**src/rtl/sir_pkg.sv**
```systemverilog
package sir_pkg;

  typedef enum logic {
    PW_FRACTION = 1'b0,
    PW_LOWPOWER = 1'b1
  } pw_mode_e;

  function automatic int unsigned cnt_bits(input int unsigned maxval);
    return (maxval < 2) ? 1 : $clog2(maxval + 1);
  endfunction

endpackage

```
**src/rtl/sir_bit_timer.sv**
```systemverilog
module sir_bit_timer #(
  parameter int unsigned OS = 16
) (
  input  logic clk_i,
  input  logic rst_ni,
  input  logic clr_i,
  input  logic tick_i,
  input  logic bit_i,
  output logic bstart_o
);
  localparam int unsigned PW = sir_pkg::cnt_bits(OS - 1);
  localparam logic [PW-1:0] LAST = PW'(OS - 1);

  logic [PW-1:0] phase_q;
  logic          prev_q;
  logic          edge_w;
  logic          wrap_w;

  assign edge_w   = bit_i != prev_q;
  assign wrap_w   = tick_i && (phase_q == LAST);
  assign bstart_o = !clr_i && (edge_w || wrap_w);

  always_ff @(posedge clk_i or negedge rst_ni) begin
    if (!rst_ni) begin
      phase_q <= '0;
      prev_q  <= 1'b1;
    end else begin
      prev_q <= bit_i;
      if (clr_i || edge_w) begin
        phase_q <= '0;
      end else if (tick_i) begin
        phase_q <= wrap_w ? '0 : phase_q + 1'b1;
      end
    end
  end
endmodule

```
**src/rtl/sir_encoder.sv**
```systemverilog
module sir_encoder #(
  parameter int unsigned FRAC_TICKS = 3,
  parameter int unsigned LP_TICKS   = 3
) (
  input  logic              clk_i,
  input  logic              rst_ni,
  input  logic              clr_i,
  input  sir_pkg::pw_mode_e mode_i,
  input  logic              tick_i,
  input  logic              lp_tick_i,
  input  logic              bstart_i,
  input  logic              bit_i,
  output logic              pulse_o
);
  localparam int unsigned MAXW = (FRAC_TICKS > LP_TICKS) ? FRAC_TICKS : LP_TICKS;
  localparam int unsigned CW   = sir_pkg::cnt_bits(MAXW);
  localparam logic [CW-1:0] FRAC_LOAD = CW'(FRAC_TICKS);
  localparam logic [CW-1:0] LP_LOAD   = CW'(LP_TICKS);

  logic [CW-1:0] cnt_q;
  logic          armed_q;

  always_ff @(posedge clk_i or negedge rst_ni) begin
    if (!rst_ni) begin
      cnt_q   <= '0;
      armed_q <= 1'b0;
    end else if (clr_i) begin
      cnt_q   <= '0;
      armed_q <= 1'b0;
    end else if (bstart_i && !bit_i) begin
      // fraction mode starts now; low-power waits for its next tick
      if (mode_i == sir_pkg::PW_FRACTION) begin
        cnt_q <= FRAC_LOAD;
      end else begin
        armed_q <= 1'b1;
      end
    end else if (mode_i == sir_pkg::PW_FRACTION) begin
      armed_q <= 1'b0;
      if (tick_i && cnt_q != '0) cnt_q <= cnt_q - 1'b1;
    end else if (lp_tick_i) begin
      if (armed_q) begin
        cnt_q   <= LP_LOAD;
        armed_q <= 1'b0;
      end else if (cnt_q != '0) begin
        cnt_q <= cnt_q - 1'b1;
      end
    end
  end

  assign pulse_o = cnt_q != '0;
endmodule

```
**src/rtl/sir_glitch_filter.sv**
```systemverilog
module sir_glitch_filter #(
  parameter int unsigned SYNC = 2
) (
  input  logic clk_i,
  input  logic rst_ni,
  input  logic clr_i,
  input  logic lp_tick_i,
  input  logic rx_n_i,
  output logic fire_o
);
  logic [SYNC-1:0] sync_q;
  logic            light_w;
  logic            cont_q;
  logic            fired_q;

  for (genvar s = 0; s < SYNC; s++) begin : g_sync
    always_ff @(posedge clk_i or negedge rst_ni) begin
      if (!rst_ni) begin
        sync_q[s] <= 1'b1;
      end else begin
        sync_q[s] <= (s == 0) ? rx_n_i : sync_q[(s == 0) ? 0 : s - 1];
      end
    end
  end

  assign light_w = !sync_q[SYNC-1];
  // accepted only when light spans two successive reference ticks
  assign fire_o  = !clr_i && lp_tick_i && light_w && cont_q && !fired_q;

  always_ff @(posedge clk_i or negedge rst_ni) begin
    if (!rst_ni) begin
      cont_q  <= 1'b0;
      fired_q <= 1'b0;
    end else if (clr_i || !light_w) begin
      cont_q  <= 1'b0;
      fired_q <= 1'b0;
    end else begin
      if (lp_tick_i) cont_q  <= 1'b1;
      if (fire_o)    fired_q <= 1'b1;
    end
  end
endmodule

```
**src/rtl/sir_rx_stretch.sv**
```systemverilog
module sir_rx_stretch #(
  parameter int unsigned OS = 16
) (
  input  logic clk_i,
  input  logic rst_ni,
  input  logic clr_i,
  input  logic tick_i,
  input  logic fire_i,
  output logic zero_o
);
  localparam int unsigned HW = sir_pkg::cnt_bits(OS);
  localparam logic [HW-1:0] HOLD = HW'(OS);

  logic [HW-1:0] hold_q;

  always_ff @(posedge clk_i or negedge rst_ni) begin
    if (!rst_ni) begin
      hold_q <= '0;
    end else if (clr_i) begin
      hold_q <= '0;
    end else if (fire_i) begin
      hold_q <= HOLD;
    end else if (tick_i && hold_q != '0) begin
      hold_q <= hold_q - 1'b1;
    end
  end

  assign zero_o = hold_q != '0;
endmodule

```
**src/rtl/sir_endec.sv**
```systemverilog
module sir_endec #(
  parameter int unsigned OS         = 16,
  parameter int unsigned FRAC_TICKS = 3,
  parameter int unsigned LP_TICKS   = 3,
  parameter int unsigned SYNC       = 2,
  parameter int unsigned MODEM_W    = 4
) (
  input  logic               clk_i,
  input  logic               rst_ni,
  input  logic               tick16_i,
  input  logic               lp_tick_i,
  input  logic               uart_en_i,
  input  logic               sir_en_i,
  input  logic               lowpower_i,
  input  logic               loop_en_i,
  input  logic               sir_test_i,
  input  logic               tx_bit_i,
  output logic               uart_txd_o,
  output logic               ir_pulse_o,
  input  logic               ir_rx_n_i,
  input  logic               uart_rxd_i,
  input  logic [MODEM_W-1:0] modem_i,
  output logic [MODEM_W-1:0] modem_sts_o,
  output logic               rx_bit_o
);
  import sir_pkg::*;

  logic     sir_on;
  logic     clr;
  logic     loop_ir;
  pw_mode_e pw_mode;
  logic     bstart;
  logic     enc_pulse;
  logic     dec_in_n;
  logic     fire;
  logic     rx_zero;

  assign sir_on  = uart_en_i & sir_en_i;
  assign clr     = !sir_on;
  assign loop_ir = loop_en_i & sir_test_i;
  assign pw_mode = pw_mode_e'(lowpower_i);

  sir_bit_timer #(.OS(OS)) u_timer (
    .clk_i   (clk_i),
    .rst_ni  (rst_ni),
    .clr_i   (clr),
    .tick_i  (tick16_i),
    .bit_i   (tx_bit_i),
    .bstart_o(bstart)
  );

  sir_encoder #(.FRAC_TICKS(FRAC_TICKS), .LP_TICKS(LP_TICKS)) u_enc (
    .clk_i    (clk_i),
    .rst_ni   (rst_ni),
    .clr_i    (clr),
    .mode_i   (pw_mode),
    .tick_i   (tick16_i),
    .lp_tick_i(lp_tick_i),
    .bstart_i (bstart),
    .bit_i    (tx_bit_i),
    .pulse_o  (enc_pulse)
  );

  // loopback: drive level inverted onto the active-low receive path
  assign dec_in_n = loop_ir ? ~enc_pulse : ir_rx_n_i;

  sir_glitch_filter #(.SYNC(SYNC)) u_filt (
    .clk_i    (clk_i),
    .rst_ni   (rst_ni),
    .clr_i    (clr),
    .lp_tick_i(lp_tick_i),
    .rx_n_i   (dec_in_n),
    .fire_o   (fire)
  );

  sir_rx_stretch #(.OS(OS)) u_stretch (
    .clk_i (clk_i),
    .rst_ni(rst_ni),
    .clr_i (clr),
    .tick_i(tick16_i),
    .fire_i(fire),
    .zero_o(rx_zero)
  );

  assign ir_pulse_o  = sir_on & enc_pulse;
  assign uart_txd_o  = sir_on ? 1'b1 : tx_bit_i;
  assign rx_bit_o    = sir_on ? ~rx_zero : uart_rxd_i;
  assign modem_sts_o = sir_on ? '0 : modem_i;
endmodule

```
**config.mk**
```make
export PLATFORM = sky130hd
export DESIGN_NAME = sir_endec
export DESIGN_NICKNAME = d
export VERILOG_FILES = /design/src/rtl/sir_pkg.sv /design/src/rtl/sir_bit_timer.sv /design/src/rtl/sir_encoder.sv /design/src/rtl/sir_glitch_filter.sv /design/src/rtl/sir_rx_stretch.sv /design/src/rtl/sir_endec.sv
export SDC_FILE = /design/constraint.sdc
export NUM_CORES = 1
export LEC_CHECK = 0
export ABC_AREA = 1
export BUFFER_PORTS_ARGS = -buffer_cell sky130_fd_sc_hd__buf_2
export CORE_MARGIN = 10
export CORE_UTILIZATION = 52
export DETAILED_ROUTE_END_ITERATION = 16
export HOLD_SLACK_MARGIN = 0.06
export PLACE_DENSITY_LB_ADDON = 0.12
export SLEW_MARGIN = 20
export SYNTH_ARGS = -nofsm -noshare
export SYNTH_HDL_FRONTEND = slang
export SYNTH_SLANG_ARGS = --single-unit
```
**constraint.sdc**
```tcl
create_clock -name clk_i -period 1.77 [get_ports clk_i]
set_input_delay 0 -clock clk_i [delete_from_list [all_inputs] [get_ports clk_i]]
set_output_delay 0 -clock clk_i [all_outputs]
set_load 0.1 [all_outputs]
```
==> results_dict.tcl <==
set metrics [dict create \
    syn_avg_cell_area_um2 7.83 \
    outcome "finished clean" \
    netlist_instances 126 \
    drt_iter0_drc 25 \
    wl_um 2100 \
    yosys.area.top_type "dfrtp_1" \
    drcViolationCount 0 \
    antenna_cells 0 \
    chipWidth_um 63.6 \
    rrSetupSlack_ns 0.27 \
    synth.area.top_cells "dfrtp_1, inv_1, nand2_1" \
    fin_nets 178 \
    dpl.hpwl_um 1610 \
    postSynthNetCount 145 \
    ir_drop_uv 406 \
    fp.dieH_um 63.6 \
    cts_root_buf "clkbuf_4" \
    p_int_mw 0.592 \
    layoutNonFillerInstCount 183 \
    clock_power_share_pct 22.0 \
    period_share_pct 89.1 \
    power_density_nw_per_um2 756 \
    io_pins 23 \
    synth_most_common_cell "inv_1" \
    ys.flop_type "dfrtp_1" \
    synth_top_area_share_pct 35.5 \
    clock_sinks 17 \
    tightest_slew_ns 0.495 \
    dieArea_um2 4040 \
    gp_congestion 0.864 \
    seq_area_um2 429 \
    grt_max_degree 18 \
    cp.required_ns 1.77 \
    hold_viol 0 \
    drive_gt1_share_pct 24.1 \
    dp.cells 172 \
    timing.final.crit_period_ns 1.58 \
    reg2reg_to "u_filt.sync_q[0]$_DFF_PN1_" \
    hold_class "in2async" \
    async_flop_share_pct 100 \
    synth_cell_types 25 \
    power_leakage_nw 0.661 \
    clock_latency_ns 0.29 \
    clk_pin_slew_ns 0.11 \
    cts_buffers 3 \
    port_buffers 22 \
    ys_top_cells_by_count "inv_1, nand2_1, nor2_1" \
    grt_pass1_wl_um 3830 \
    multi_input_area_um2 467 \
    grt_pass1_vias 925 \
    cp-start-kind "flip-flop" \
    r2r_cells 5 \
    syn_to_final_growth_pct 24.0 \
    critPathKind "reg2out" \
    antenna_found_initial 0 \
    overflow 0 \
    clockBufferDepth 2 \
    htree_num_levels 1 \
    setup-violations-final 0 \
    syn-cell-area_um2 987 \
    viasPerCell 4.90 \
    p_sw_share_pct 36.0 \
    routedWlPerCell_um 11.5 \
    start_util_pct 56.0 \
    nFillCells 157 \
    endpoint_kind "output port" \
    p_comb_share_pct 31.9 \
    synth_seq_cells 17 \
    maxCapViolCount 0 \
    grt.total_usage_pct 11.2 \
    ys_warn_count 0 \
    skew_ns 0.0106 \
    slew_violations 0 \
    r2r_start "u_enc.cnt_q[0]$_DFFE_PN0P_" \
    antenna_left 0 \
    core_area_um2 1760 \
    synth_edf_count 0 \
    seq_power_share_pct 46.1 \
    p_switching_mw 0.333 \
    drt_pass1_iterations 4 \
    tns_ns 0 \
    seq_area_frac_synth_pct 43.5 \
    critPathMaxFanout 4 \
    fmax_mhz 634 \
    rsz0062_at_grt "no" \
    num_vias 896 \
    cts_tree "yes" \
    max-slew-margin-rel_pct 67.3 \
    std_cell_rows 15 \
    cp.arrival_ns 1.58 \
]
-- worst max path at each step --
stage | from | endpoint | depth (start not counted) | slack, ns
6_report | u_stretch.hold_q[0]$_DFFE_PN0P_ | rx_bit_o | 5 | 0.19
5_1_grt | u_stretch.hold_q[0]$_DFFE_PN0P_ | rx_bit_o | 5 | 0.08
4_1_cts | u_stretch.hold_q[0]$_DFFE_PN0P_ | rx_bit_o | 5 | 0.09
3_5_place_dp | u_stretch.hold_q[0]$_DFFE_PN0P_ | u_stretch.hold_q[2]$_DFFE_PN0P_ | 8 | 0.35
3_3_place_gp | u_stretch.hold_q[0]$_DFFE_PN0P_ | u_stretch.hold_q[2]$_DFFE_PN0P_ | 8 | 0.41
2_1_floorplan | uart_en_i | modem_sts_o[0] | 4 | 0.18
-- area by class of cell --
class	count	share of cell area (%)
clock buffers	3	1.84
well taps	25	2.56
clock inverters	1	0.409
repair buffers	29	14.9
inverters	23	7.06
flip-flops and latches	17	35.1
multi-input cells	85	38.1
-- through the flow --
stage          hold slack, ns  utilization, %  area, µm²  worst slack, ns  total power, mW
2_1_floorplan          -0.296               -        993            0.179            0.651
3_3_place_gp          -0.0581            63.7       1120            0.414            0.707
3_5_place_dp          -0.0567            63.7       1120            0.354            0.714
4_1_cts                 0.151            69.2       1220           0.0950            0.937
5_1_grt                 0.166            69.4       1220           0.0791            0.995
6_report                0.151            69.4       1220            0.193            0.925
-- placed cells by master, fill, tap and decap left out, types with 2 or more instances in the layout --
cell type,count
o21bai_1,2
xor2_1,4
o21ai_0,7
buf_2,21
nand2_1,22
nand3_1,11
nor3_1,2
a21oi_1,3
nor2_1,14
o21ai_2,2
nand2_2,3
dfstp_2,3
dfrtp_1,14
nand4_1,2
dlygate4sd3_1,7
ha_1,3
inv_1,23
clkbuf_4,4
-- sequential cells by signal, indices dropped and copies added (netlist names) --
name and cells:
u_enc.armed_q 1, u_enc.cnt_q 2, u_filt.cont_q 1, u_filt.fired_q 1
u_filt.sync_q 2, u_stretch.hold_q 5, u_timer.phase_q 4, u_timer.prev_q 1
-- repair_timing --
| item | 4_1_cts | 5_1_grt |
|---|---|---|
| endpoints found under the setup margin | 0 | 1 |
| buffers inserted | 0 | 0 |
| hold endpoints to repair | 22 | 0 |
| hold buffers | 7 | 0 |
| gates resized for setup | 0 | 1 |
-- power by group through the flow --
stage                     clock network, mW  registers, mW  logic [mW]
after CTS                             0.216          0.426       0.295
final                                 0.204          0.426       0.295
after detailed placement                  0          0.434       0.280
after global routing                  0.238          0.429       0.328
after global placement                    0          0.433       0.274
after floorplan                           0          0.431       0.219
-- kinds of logic after synthesis --
family | Yosys count | synth area share [%]
AOI/OAI and AO/OA | 20 | 12.5
and+or+nand+nor | 58 | 26.7
buffers and inverters | 24 | 9.89
DFF | 17 | 43.5
adders and majority gates | 3 | 3.80
xor gates and xnor gates | 4 | 3.55
-- layer usage --
| metal | up-vias | GRT usage (%) | share of wire (%) |
|---|---|---|---|
| met3 | 2 | 3.53 | 3.7 |
| met1 | 415 | 12.4 | 46 |
| met4 | 0 | 3.28 | 0.38 |
| met2 | 11 | 19.7 | 50 |
| li1 | 468 | - | - |
| met5 | - | 0 | 0 |
-- critical path, cell delays in order, from the launching register on --
cell and delay [ns]:
dfrtp_1 0.38, inv_1 0.10, ha_1 0.20, nand3_1 0.14, o21ai_2 0.13, clkbuf_4 0.34
Note: power is estimated with default switching activity, not from simulation.
